===== config.mk =====
export PLATFORM = sky130hd
export DESIGN_NAME = pkt_fifo_status
export DESIGN_NICKNAME = d
export VERILOG_FILES = /design/src/rtl/pfs_pkg.sv /design/src/rtl/pfs_store.sv /design/src/rtl/pfs_flags.sv /design/src/rtl/pkt_fifo_status.sv
export SDC_FILE = /design/constraint.sdc
export NUM_CORES = 1
export LEC_CHECK = 0
export CORE_ASPECT_RATIO = 0.7
export CORE_UTILIZATION = 50
export CTS_CLUSTER_DIAMETER = 120
export DETAILED_ROUTE_END_ITERATION = 10
export DONT_BUFFER_PORTS = 1
export SLEW_MARGIN = 10
export SYNTH_ARGS = -nofsm -noshare
export SYNTH_HDL_FRONTEND = slang
export SYNTH_SLANG_ARGS = --single-unit

===== constraint.sdc =====
create_clock -name clk -period 6.75 [get_ports clk]
set_input_delay 1.0125 -clock clk [delete_from_list [all_inputs] [get_ports clk]]
set_output_delay 1.0125 -clock clk [all_outputs]
set_load 0.03 [all_outputs]

===== src/rtl/pfs_pkg.sv =====
package pfs_pkg;

    typedef enum logic [1:0] {
        MODE_SLEEP = 2'd0,
        MODE_STBY  = 2'd1,
        MODE_TX    = 2'd2,
        MODE_RX    = 2'd3
    } radio_mode_e;

    typedef struct packed {
        logic full;
        logic empty;
        logic level;
        logic overrun;
        logic pkt_sent;
        logic payload_rdy;
        logic crc_ok;
        logic low_bat;
    } fifo_status_t;

    localparam int unsigned W1C_FLUSH_BIT  = 4;
    localparam int unsigned W1C_LOWBAT_BIT = 0;

    // Payload may be released when CRC is off, ignored, or passed.
    function automatic logic payload_allowed(input logic crc_en,
                                             input logic autoclr_off,
                                             input logic crc_good);
        return !crc_en || autoclr_off || crc_good;
    endfunction

endpackage


===== src/rtl/pfs_store.sv =====
module pfs_store #(
    parameter int DEPTH = 66,
    parameter int DW    = 8,
    localparam int AW   = (DEPTH > 1) ? $clog2(DEPTH) : 1,
    localparam int CW   = $clog2(DEPTH + 1)
) (
    input  logic          clk,
    input  logic          rst,
    input  logic          wr_en,
    input  logic [DW-1:0] wr_data,
    input  logic          rd_en,
    input  logic          flush,
    input  logic          ovr_allowed,
    output logic [DW-1:0] rd_data,
    output logic [CW-1:0] count,
    output logic          drain,
    output logic          ovr_evt
);

    localparam logic [AW-1:0] LAST_IDX = AW'(DEPTH - 1);
    localparam logic [CW-1:0] CAP      = CW'(DEPTH);

    logic [DW-1:0] mem [DEPTH];
    logic [AW-1:0] wptr, rptr;
    logic [CW-1:0] cnt_d;
    logic          is_full, is_empty, wr_ok, rd_ok;

    function automatic logic [AW-1:0] advance(input logic [AW-1:0] p);
        return (p == LAST_IDX) ? '0 : p + 1'b1;
    endfunction

    assign is_full  = (count == CAP);
    assign is_empty = (count == '0);
    assign wr_ok    = wr_en && !is_full && !flush;
    assign rd_ok    = rd_en && !is_empty && !flush;
    assign ovr_evt  = wr_en && is_full && !flush && ovr_allowed;

    always_comb begin
        cnt_d = count;
        if (flush) begin
            cnt_d = '0;
        end else begin
            case ({wr_ok, rd_ok})
                2'b10:   cnt_d = count + 1'b1;
                2'b01:   cnt_d = count - 1'b1;
                default: cnt_d = count;
            endcase
        end
    end

    assign drain = (cnt_d == '0);

    always_ff @(posedge clk) begin
        if (wr_ok) begin
            mem[wptr] <= wr_data;
        end
    end

    always_ff @(posedge clk) begin
        if (rst) begin
            wptr    <= '0;
            rptr    <= '0;
            count   <= '0;
            rd_data <= '0;
        end else if (flush) begin
            wptr  <= '0;
            rptr  <= '0;
            count <= '0;
            if (rd_en) begin
                rd_data <= '0;
            end
        end else begin
            if (wr_ok) begin
                wptr <= advance(wptr);
            end
            if (rd_ok) begin
                rptr <= advance(rptr);
            end
            count <= cnt_d;
            if (rd_en) begin
                rd_data <= rd_ok ? mem[rptr] : '0;
            end
        end
    end

    assert_count_bound_R1: assert property (@(posedge clk) disable iff (rst)
        count <= CAP);

    assert_full_discard_R1: assert property (@(posedge clk) disable iff (rst)
        (is_full && wr_en && !rd_en && !flush) |=> (count == CAP && $stable(wptr)));

    assert_empty_read_R11: assert property (@(posedge clk) disable iff (rst)
        (rd_en && is_empty && !flush) |=> (rd_data == '0 && $stable(rptr)));

    assert_flush_empties_R5: assert property (@(posedge clk) disable iff (rst)
        flush |=> (count == '0));

endmodule


===== src/rtl/pfs_flags.sv =====
module pfs_flags
    import pfs_pkg::*;
(
    input  logic        clk,
    input  logic        rst,
    input  radio_mode_e mode,
    input  logic        pkt_done,
    input  logic        crc_good,
    input  logic        crc_en,
    input  logic        crc_autoclr_off,
    input  logic        batt_low,
    input  logic        ovr_evt,
    input  logic        flush,
    input  logic        lowbat_clr,
    input  logic        drain,
    output logic        overrun,
    output logic        pkt_sent,
    output logic        payload_rdy,
    output logic        crc_ok,
    output logic        low_bat
);

    logic rx_done, pr_set, co_set;
    logic overrun_d, sent_d, payload_d, crc_d, lowbat_d;

    assign rx_done = (mode == MODE_RX) && pkt_done;
    assign pr_set  = rx_done && payload_allowed(crc_en, crc_autoclr_off, crc_good);
    assign co_set  = rx_done && crc_good;

    always_comb begin
        overrun_d = flush ? 1'b0 : (overrun || ovr_evt);
        sent_d    = (mode == MODE_TX) && (pkt_sent || pkt_done);
        lowbat_d  = batt_low || (low_bat && !lowbat_clr);

        if (flush)       payload_d = 1'b0;
        else if (pr_set) payload_d = 1'b1;
        else if (drain)  payload_d = 1'b0;
        else             payload_d = payload_rdy;

        if (flush)       crc_d = 1'b0;
        else if (co_set) crc_d = 1'b1;
        else if (drain)  crc_d = 1'b0;
        else             crc_d = crc_ok;
    end

    always_ff @(posedge clk) begin
        if (rst) begin
            overrun     <= 1'b0;
            pkt_sent    <= 1'b0;
            payload_rdy <= 1'b0;
            crc_ok      <= 1'b0;
            low_bat     <= 1'b0;
        end else begin
            overrun     <= overrun_d;
            pkt_sent    <= sent_d;
            payload_rdy <= payload_d;
            crc_ok      <= crc_d;
            low_bat     <= lowbat_d;
        end
    end

    assert_overrun_sticky_R4: assert property (@(posedge clk) disable iff (rst)
        (overrun && !flush) |=> overrun);

    assert_sleep_no_overrun_R4: assert property (@(posedge clk) disable iff (rst)
        (mode == MODE_SLEEP && !overrun) |=> !overrun);

    assert_sent_leave_tx_R6: assert property (@(posedge clk) disable iff (rst)
        (mode != MODE_TX) |=> !pkt_sent);

    assert_payload_drain_R9: assert property (@(posedge clk) disable iff (rst)
        (drain && !rx_done) |=> (!payload_rdy && !crc_ok));

    assert_lowbat_sticky_R10: assert property (@(posedge clk) disable iff (rst)
        (low_bat && !lowbat_clr) |=> low_bat);

endmodule


===== src/rtl/pkt_fifo_status.sv =====
module pkt_fifo_status
    import pfs_pkg::*;
#(
    parameter int DEPTH = 66,
    parameter int DW    = 8,
    localparam int CW   = $clog2(DEPTH + 1)
) (
    input  logic          clk,
    input  logic          rst,
    input  logic [1:0]    mode,
    input  logic          wr_en,
    input  logic [DW-1:0] wr_data,
    input  logic          rd_en,
    output logic [DW-1:0] rd_data,
    input  logic [CW-1:0] thresh,
    input  logic          pkt_done,
    input  logic          crc_good,
    input  logic          crc_en,
    input  logic          crc_autoclr_off,
    input  logic          batt_low,
    input  logic          irq_wr,
    input  logic [7:0]    irq_wdata,
    output logic [7:0]    status
);

    radio_mode_e  mode_e;
    fifo_status_t st;
    logic [CW-1:0] count;
    logic flush, lowbat_clr, drain, ovr_evt;

    assign mode_e     = radio_mode_e'(mode);
    assign flush      = irq_wr && irq_wdata[W1C_FLUSH_BIT];
    assign lowbat_clr = irq_wr && irq_wdata[W1C_LOWBAT_BIT];

    pfs_store #(.DEPTH(DEPTH), .DW(DW)) u_store (
        .clk         (clk),
        .rst         (rst),
        .wr_en       (wr_en),
        .wr_data     (wr_data),
        .rd_en       (rd_en),
        .flush       (flush),
        .ovr_allowed (mode_e != MODE_SLEEP),
        .rd_data     (rd_data),
        .count       (count),
        .drain       (drain),
        .ovr_evt     (ovr_evt)
    );

    pfs_flags u_flags (
        .clk             (clk),
        .rst             (rst),
        .mode            (mode_e),
        .pkt_done        (pkt_done),
        .crc_good        (crc_good),
        .crc_en          (crc_en),
        .crc_autoclr_off (crc_autoclr_off),
        .batt_low        (batt_low),
        .ovr_evt         (ovr_evt),
        .flush           (flush),
        .lowbat_clr      (lowbat_clr),
        .drain           (drain),
        .overrun         (st.overrun),
        .pkt_sent        (st.pkt_sent),
        .payload_rdy     (st.payload_rdy),
        .crc_ok          (st.crc_ok),
        .low_bat         (st.low_bat)
    );

    assign st.full  = (count == CW'(DEPTH));
    assign st.empty = (count == '0);
    assign st.level = (count > thresh);
    assign status   = st;

    assert_full_empty_excl_R2: assert property (@(posedge clk) disable iff (rst)
        !(status[7] && status[6]));

endmodule


==> results.ini, run 1 <==
[critical_path]
cp_cell_sequence=or4_4, o311a_1, clkinv_4, ha_1, xor2_1, ha_1, nand2_1, o31ai_1, a2bb2oi_1, nor3_1, a2111oi_0, o21ai_0
critPathLaunchType=flop
r2r_slack_ps=1820
path_delay_family=compound AO/OA/AOI/OAI gates
worst-path-stages=12
setup.worst_path.end_class=flop
cp_common_cell=ha_1
crit_slowest_cell=a2111oi_0
arrival_ps=5350
r2r_end=u_flags.crc_ok
max_stage_delay_ps=850
rr_worst_depth=12
reg2reg_from=u_store.count[5]
critPathKind=flop to flop
worstPathMaxFanout=20
required_ps=7170
timing.critical_path.buf_inv=1

[clock_network]
cts_resized=0
cts_root_buffer=clkbuf_16
clk_pin_slew_ps=60
htree_levels=2
cts.sinks=569
cts_tree=built
cts_setup_buffers=0
hold_buffers=0
cts_buffers=52
clk_latency_ps=590
ctsLongestPathBuffers=3

[power_and_ir_drop]
switching_share=0.224
combPwrFrac=0.094
clkPwrFrac=0.376
power.switching_mw=1.66
power_density_nw_per_um2=298
power_leakage_nw=7.53
seqPwrFrac=0.530
power.internal_mw=5.75
ir_worst_vdd_mv=0.243
p_total_mw=7.41

[die]
die_x_um=257
die_h_um=181
start_util=0.507
die-area_um2=46400
coreArea_um2=45000
num_rows=65
ioPinCount=51

[yosys]
netlist_instances=1240
yosys_warnings=0
ys_top_cells_by_area=edfxtp_1 (70%), mux4_2 (13%), dfxtp_1 (3.6%)
synth-seq-cells=569
synth_top_cell_by_area=edfxtp_1
avgSynthCellArea_um2=18.4
synth_simple_gate_area_frac=0.0608
synth.cell_area_um2=22800
syn_nets=1289
synth_adder_area_share=0.00769
synth_top_family_by_area=multiplexers
synth.top_cell.area_share=0.696
muxShareOfSynthArea=0.146
synth_ff_type=edfxtp_1
ys_seq_area_frac=0.732
synth_compound_area_frac=0.0279
synth_edf_count=528
synth_xor_area_frac=0.00686
async_flop_share=0
ys_types=63

[routing]
drc=0
routed_wl_um=50200
wl_met1_um=23300
wl_met3_um=3540
met2WireLength_um=22400
wl_per_cell_um=26.8
vias=11300
dr.max_layer_used=met4
drt_iter0_drc=1084
first_pass_iters=5
via_per_inst=6.04
drtAntennaViolNets=0

[worst_hold_path]
min_to=u_store.count[3]
worstHoldStart=rst
min_path_type=primary input to flop
hold_depth=1

[timing]
fmax_ghz=0.203
setup_viol=0
rsz0062_at_grt=false
final_max_slew_viol_count=0
hold_viol_final=0
fin_crit_sh=0.730
finalClockSkew_ps=23.9
fin_crit_ps=4930
slew_headroom=0.281
tns_ps=0
worstMarginPinSlew_ps=1070

[outcome]
status=complete, no violations

[placement]
place_hpwl_um=30100
gp_congestion=0.839
port-buffer-count=0
dpl-instance-area_um2=23300

[global_route]
grt_pass1_wl_um=75000
grt_use_total=0.221
overflow=0
grt_max_degree=80
antenna_found_initial=0
grt_pass1_vias=11300

[cells_and_area]
layout_common_cells=edfxtp_1 (528), mux4_2 (128), nor2_1 (123)
n_fill_cell=3443
nNetsFinal=1281
syn_to_final_growth_pct=9.01
ff_latch_area_um2=16700
utilization=0.552
multi_input_area_um2=5680
final_area_um2=24800
final_common_cell=edfxtp_1
drive_gt1_frac=0.187
diodes=0

[flow_run]
drv_cap=0

-- through the flow --
stage | instances | setup WS (ps) | hold WS [ps]
2_1_floorplan | 1240 | 3000 | 426
3_3_place_gp | 1781 | 1870 | 567
3_5_place_dp | 1781 | 1750 | 554
4_1_cts | 1876 | 1880 | 481
5_1_grt | 1876 | 1370 | 495
6_report | 1876 | 1820 | 510
-- worst max-delay path by stage --
| stage | start | end | slack [ps] |
|---|---|---|---|
| floorplan | irq_wr | u_flags.crc_ok | 3000 |
| global placement | irq_wr | u_flags.crc_ok | 1870 |
| detailed placement | irq_wr | u_flags.crc_ok | 1750 |
| CTS | u_store.count[5] | u_flags.crc_ok | 1880 |
| global route | u_store.count[5] | u_flags.crc_ok | 1370 |
| finish | u_store.count[5] | u_flags.crc_ok | 1820 |
-- registers in the layout (all words and copies together) (netlist names), 7 cells and up, named ones only --
register / cells
u_store.count: 7
u_store.rptr: 7
u_store.mem: 528
u_store.wptr: 7
u_store.rd_data: 8
-- metal layers --
layer / vias up / GRT usage
met2: 370 / 0.321
met3: 71 / 0.0428
li1: 4942 / -
met4: 0 / 0.0495
met1: 5952 / 0.348
met5: - / 0
-- final cells by class --
class                           instances  area share
Inverter                               17     0.00277
Clock inverter                         18     0.00589
Multi-Input combinational cell        584       0.228
Clock buffer                           77      0.0578
Tap cell                              603      0.0304
Timing Repair Buffer                    8     0.00292
Sequential cell                       569       0.672
-- worst register-to-register path: stages (launching register included) --
cell,delay (ps)
dfxtp_1,410
or4_4,630
o311a_1,550
clkinv_4,140
ha_1,590
xor2_1,200
ha_1,230
nand2_1,70
o31ai_1,520
a2bb2oi_1,290
nor3_1,120
a2111oi_0,850
o21ai_0,160
-- cell usage after synthesis, types with 16 or more instances --
library cell and instances:
o22ai_1 16, nand2_1 51, buf_2 27, edfxtp_1 528, dfxtp_1 41, nand3_1 20, clkbuf_1 25, a21oi_1 17
nor2_1 123, mux4_2 128, inv_1 16, o21ai_0 16, nor3_1 34, mux2i_1 27
-- cells by family (layout without fill, tap and decap cells) --
kind of cell,Yosys count,in the layout
flip-flops,569,569
AND/OR/NAND/NOR,291,291
multiplexers,170,170
AO/OA/AOI/OAI,92,92
buffers and inverters,87,120
XOR/XNOR,17,17
adder cells (fa/ha/maj),14,14
-- power by group through the flow --
| stage | sequential, mW | combinational (mW) | clock [mW] |
|---|---|---|---|
| after global placement | 4.01 | 0.698 | 0 |
| after detailed placement | 4.01 | 0.702 | 0 |
| after CTS | 3.93 | 0.704 | 2.84 |
| final | 3.93 | 0.695 | 2.79 |
| after global routing | 3.93 | 0.749 | 2.97 |
| after floorplan | 3.97 | 0.577 | 0 |
No activity file was read; power rests on OpenSTA's default activity.
==> inputs of run 2 (changes only) <==
--- a/config.mk
+++ b/config.mk
@@ -10,6 +10,7 @@
 export CTS_CLUSTER_DIAMETER = 120
 export DETAILED_ROUTE_END_ITERATION = 10
 export DONT_BUFFER_PORTS = 1
+export PLACE_DENSITY = 0.68
 export SLEW_MARGIN = 10
 export SYNTH_ARGS = -nofsm -noshare
 export SYNTH_HDL_FRONTEND = slang
==> constraint.sdc (replaced) <==
create_clock -name clk -period 4.4 [get_ports clk]
set_input_delay 0.66 -clock clk [delete_from_list [all_inputs] [get_ports clk]]
set_output_delay 0.66 -clock clk [all_outputs]
set_load 0.03 [all_outputs]
==> run 2 against run 1 <==
Combinational power increased by 54%. First-iteration DRC count increased by 25%. Count of clock-buffer cells in the layout decreased by 9. Die area unchanged. Design area increased by 1.1%. Hold slack got worse by 380 ps. Global-route usage decreased by 0.51 points. Critical path type unchanged. Largest power group unchanged. Highest routed layer unchanged.
==> results.ini, run 2 (synthesis results as in run 1) <==
[global_route]
overflow=0
grt_use_total=0.216
antenna_found_initial=1
grt_max_degree=67
grt_pass1_wl_um=73900
grt_pass1_vias=11300

[timing]
rsz0062_at_grt=false
worstMarginPinSlew_ps=1030
fmax_ghz=0.242
tns_ps=0
setup_viol=0
fin_crit_sh=0.938
hold_viol_final=0
fin_crit_ps=4130
finalClockSkew_ps=29.4
final_max_slew_viol_count=0
slew_headroom=0.311
hold_slack_ps=134

[critical_path]
crit_slowest_cell=or4_4
critPathKind=flop to flop
path_delay_family=compound AO/OA/AOI/OAI gates
r2r_slack_ps=270
cp_cell_sequence=or4_4, o311a_1, clkinv_4, ha_2, xor2_1, ha_1, a21o_1, a21oi_1, o311ai_0, nand4_1, a2111oi_2, buf_4, o21ai_0
worstPathMaxFanout=12
critPathLaunchType=flop
required_ps=4870
max_stage_delay_ps=600
timing.critical_path.buf_inv=2
arrival_ps=4600
setup.worst_path.end_class=flop

[power_and_ir_drop]
seqPwrFrac=0.533
switching_share=0.225
combPwrFrac=0.094
power.internal_mw=8.80
power_leakage_nw=7.71
power.switching_mw=2.56
clkPwrFrac=0.373
ir_worst_vdd_mv=0.325
power_density_nw_per_um2=452

[clock_network]
hold_buffers=0
ctsLongestPathBuffers=3
cts.sinks=569
htree_levels=2
clk_pin_slew_ps=70
clk_latency_ps=590
cts_tree=built
cts_buffers=50
cts_root_buffer=clkbuf_16

[die]
start_util=0.507
coreArea_um2=45000
die_h_um=181
ioPinCount=51
num_rows=65
die_x_um=257
die-area_um2=46400

[routing]
vias=11500
via_per_inst=6.04
routed_wl_um=49000
first_pass_iters=7
wl_per_cell_um=25.7
drt_iter0_drc=1352
drc=0
drtAntennaViolNets=0

[cells_and_area]
largestRegisters=u_store.mem: 528 flops, u_store.rd_data: 8 flops
final_common_cell=edfxtp_1
utilization=0.558
drive_gt1_frac=0.213
regMostFlops=u_store.mem
syn_to_final_growth_pct=10.2
layout_common_cells=edfxtp_1 (528), mux4_2 (128), nor2_1 (123)
diodes=0
nNetsFinal=1314
largest_reg_flops=528
fin_cells=1906

[worst_hold_path]
min_path_type=primary input to flop

[outcome]
status=complete, no violations

[placement]
dp_cells=1816
place_hpwl_um=29900
gp_congestion=0.902
port-buffer-count=0

[flow_run]
drv_cap=0

run 2: area by class of cell:
cell class | instances | area, um2
clock buffers | 68 | 1380
clock inverters | 22 | 184
fillers | 3344 | 19900
inverters | 17 | 68.8
multi-input cells | 584 | 5680
flip-flops and latches | 569 | 16700
well taps | 603 | 754
repair buffers | 43 | 360
run 2: stage by stage:
| step | total power [mW] | worst slack (ps) | cell area, um2 |
|---|---|---|---|
| after global placement | 7.23 | 122 | 23500 |
| after floorplan | 6.97 | 705 | 22800 |
| after global routing | 11.7 | 24.3 | 25100 |
| final | 11.4 | 271 | 25100 |
| after detailed placement | 7.24 | 69.3 | 23500 |
| after CTS | 11.4 | 70.7 | 25100 |
run 2: final timing paths:
kind                                       start                to  cells past startpoint
worst max-delay path            u_store.count[4]    u_flags.crc_ok                     13
worst min-delay path                         rst  u_store.count[3]                      1
worst max register to register  u_store.count[4]    u_flags.crc_ok                     13
worst min register to register   u_store.rptr[6]   u_store.rptr[6]                      2
run 2: routing by layer:
| metal | vias to the layer above | global-route usage | part of all wire |
|---|---|---|---|
| met3 | 69 | 0.0412 | 0.078 |
| met4 | 0 | 0.0521 | 0.019 |
| li1 | 5006 | - | - |
| met5 | - | 0 | 0 |
| met1 | 5998 | 0.337 | 0.45 |
| met2 | 445 | 0.315 | 0.45 |
run 2: power groups by stage:
stage / clock network [mW] / logic, mW / registers, mW
6_report: 4.24 / 1.07 / 6.05
5_1_grt: 4.48 / 1.15 / 6.06
4_1_cts: 4.28 / 1.08 / 6.06
3_5_place_dp: 0 / 1.07 / 6.17
3_3_place_gp: 0 / 1.06 / 6.17
2_1_floorplan: 0 / 0.885 / 6.09
run 2: timing repair:
action	in CTS	in global routing
endpoints found under the setup margin	2	2
endpoints found under the hold margin	0	0
gates cloned	0	0
buffers inserted	0	0
resized for setup	1	2
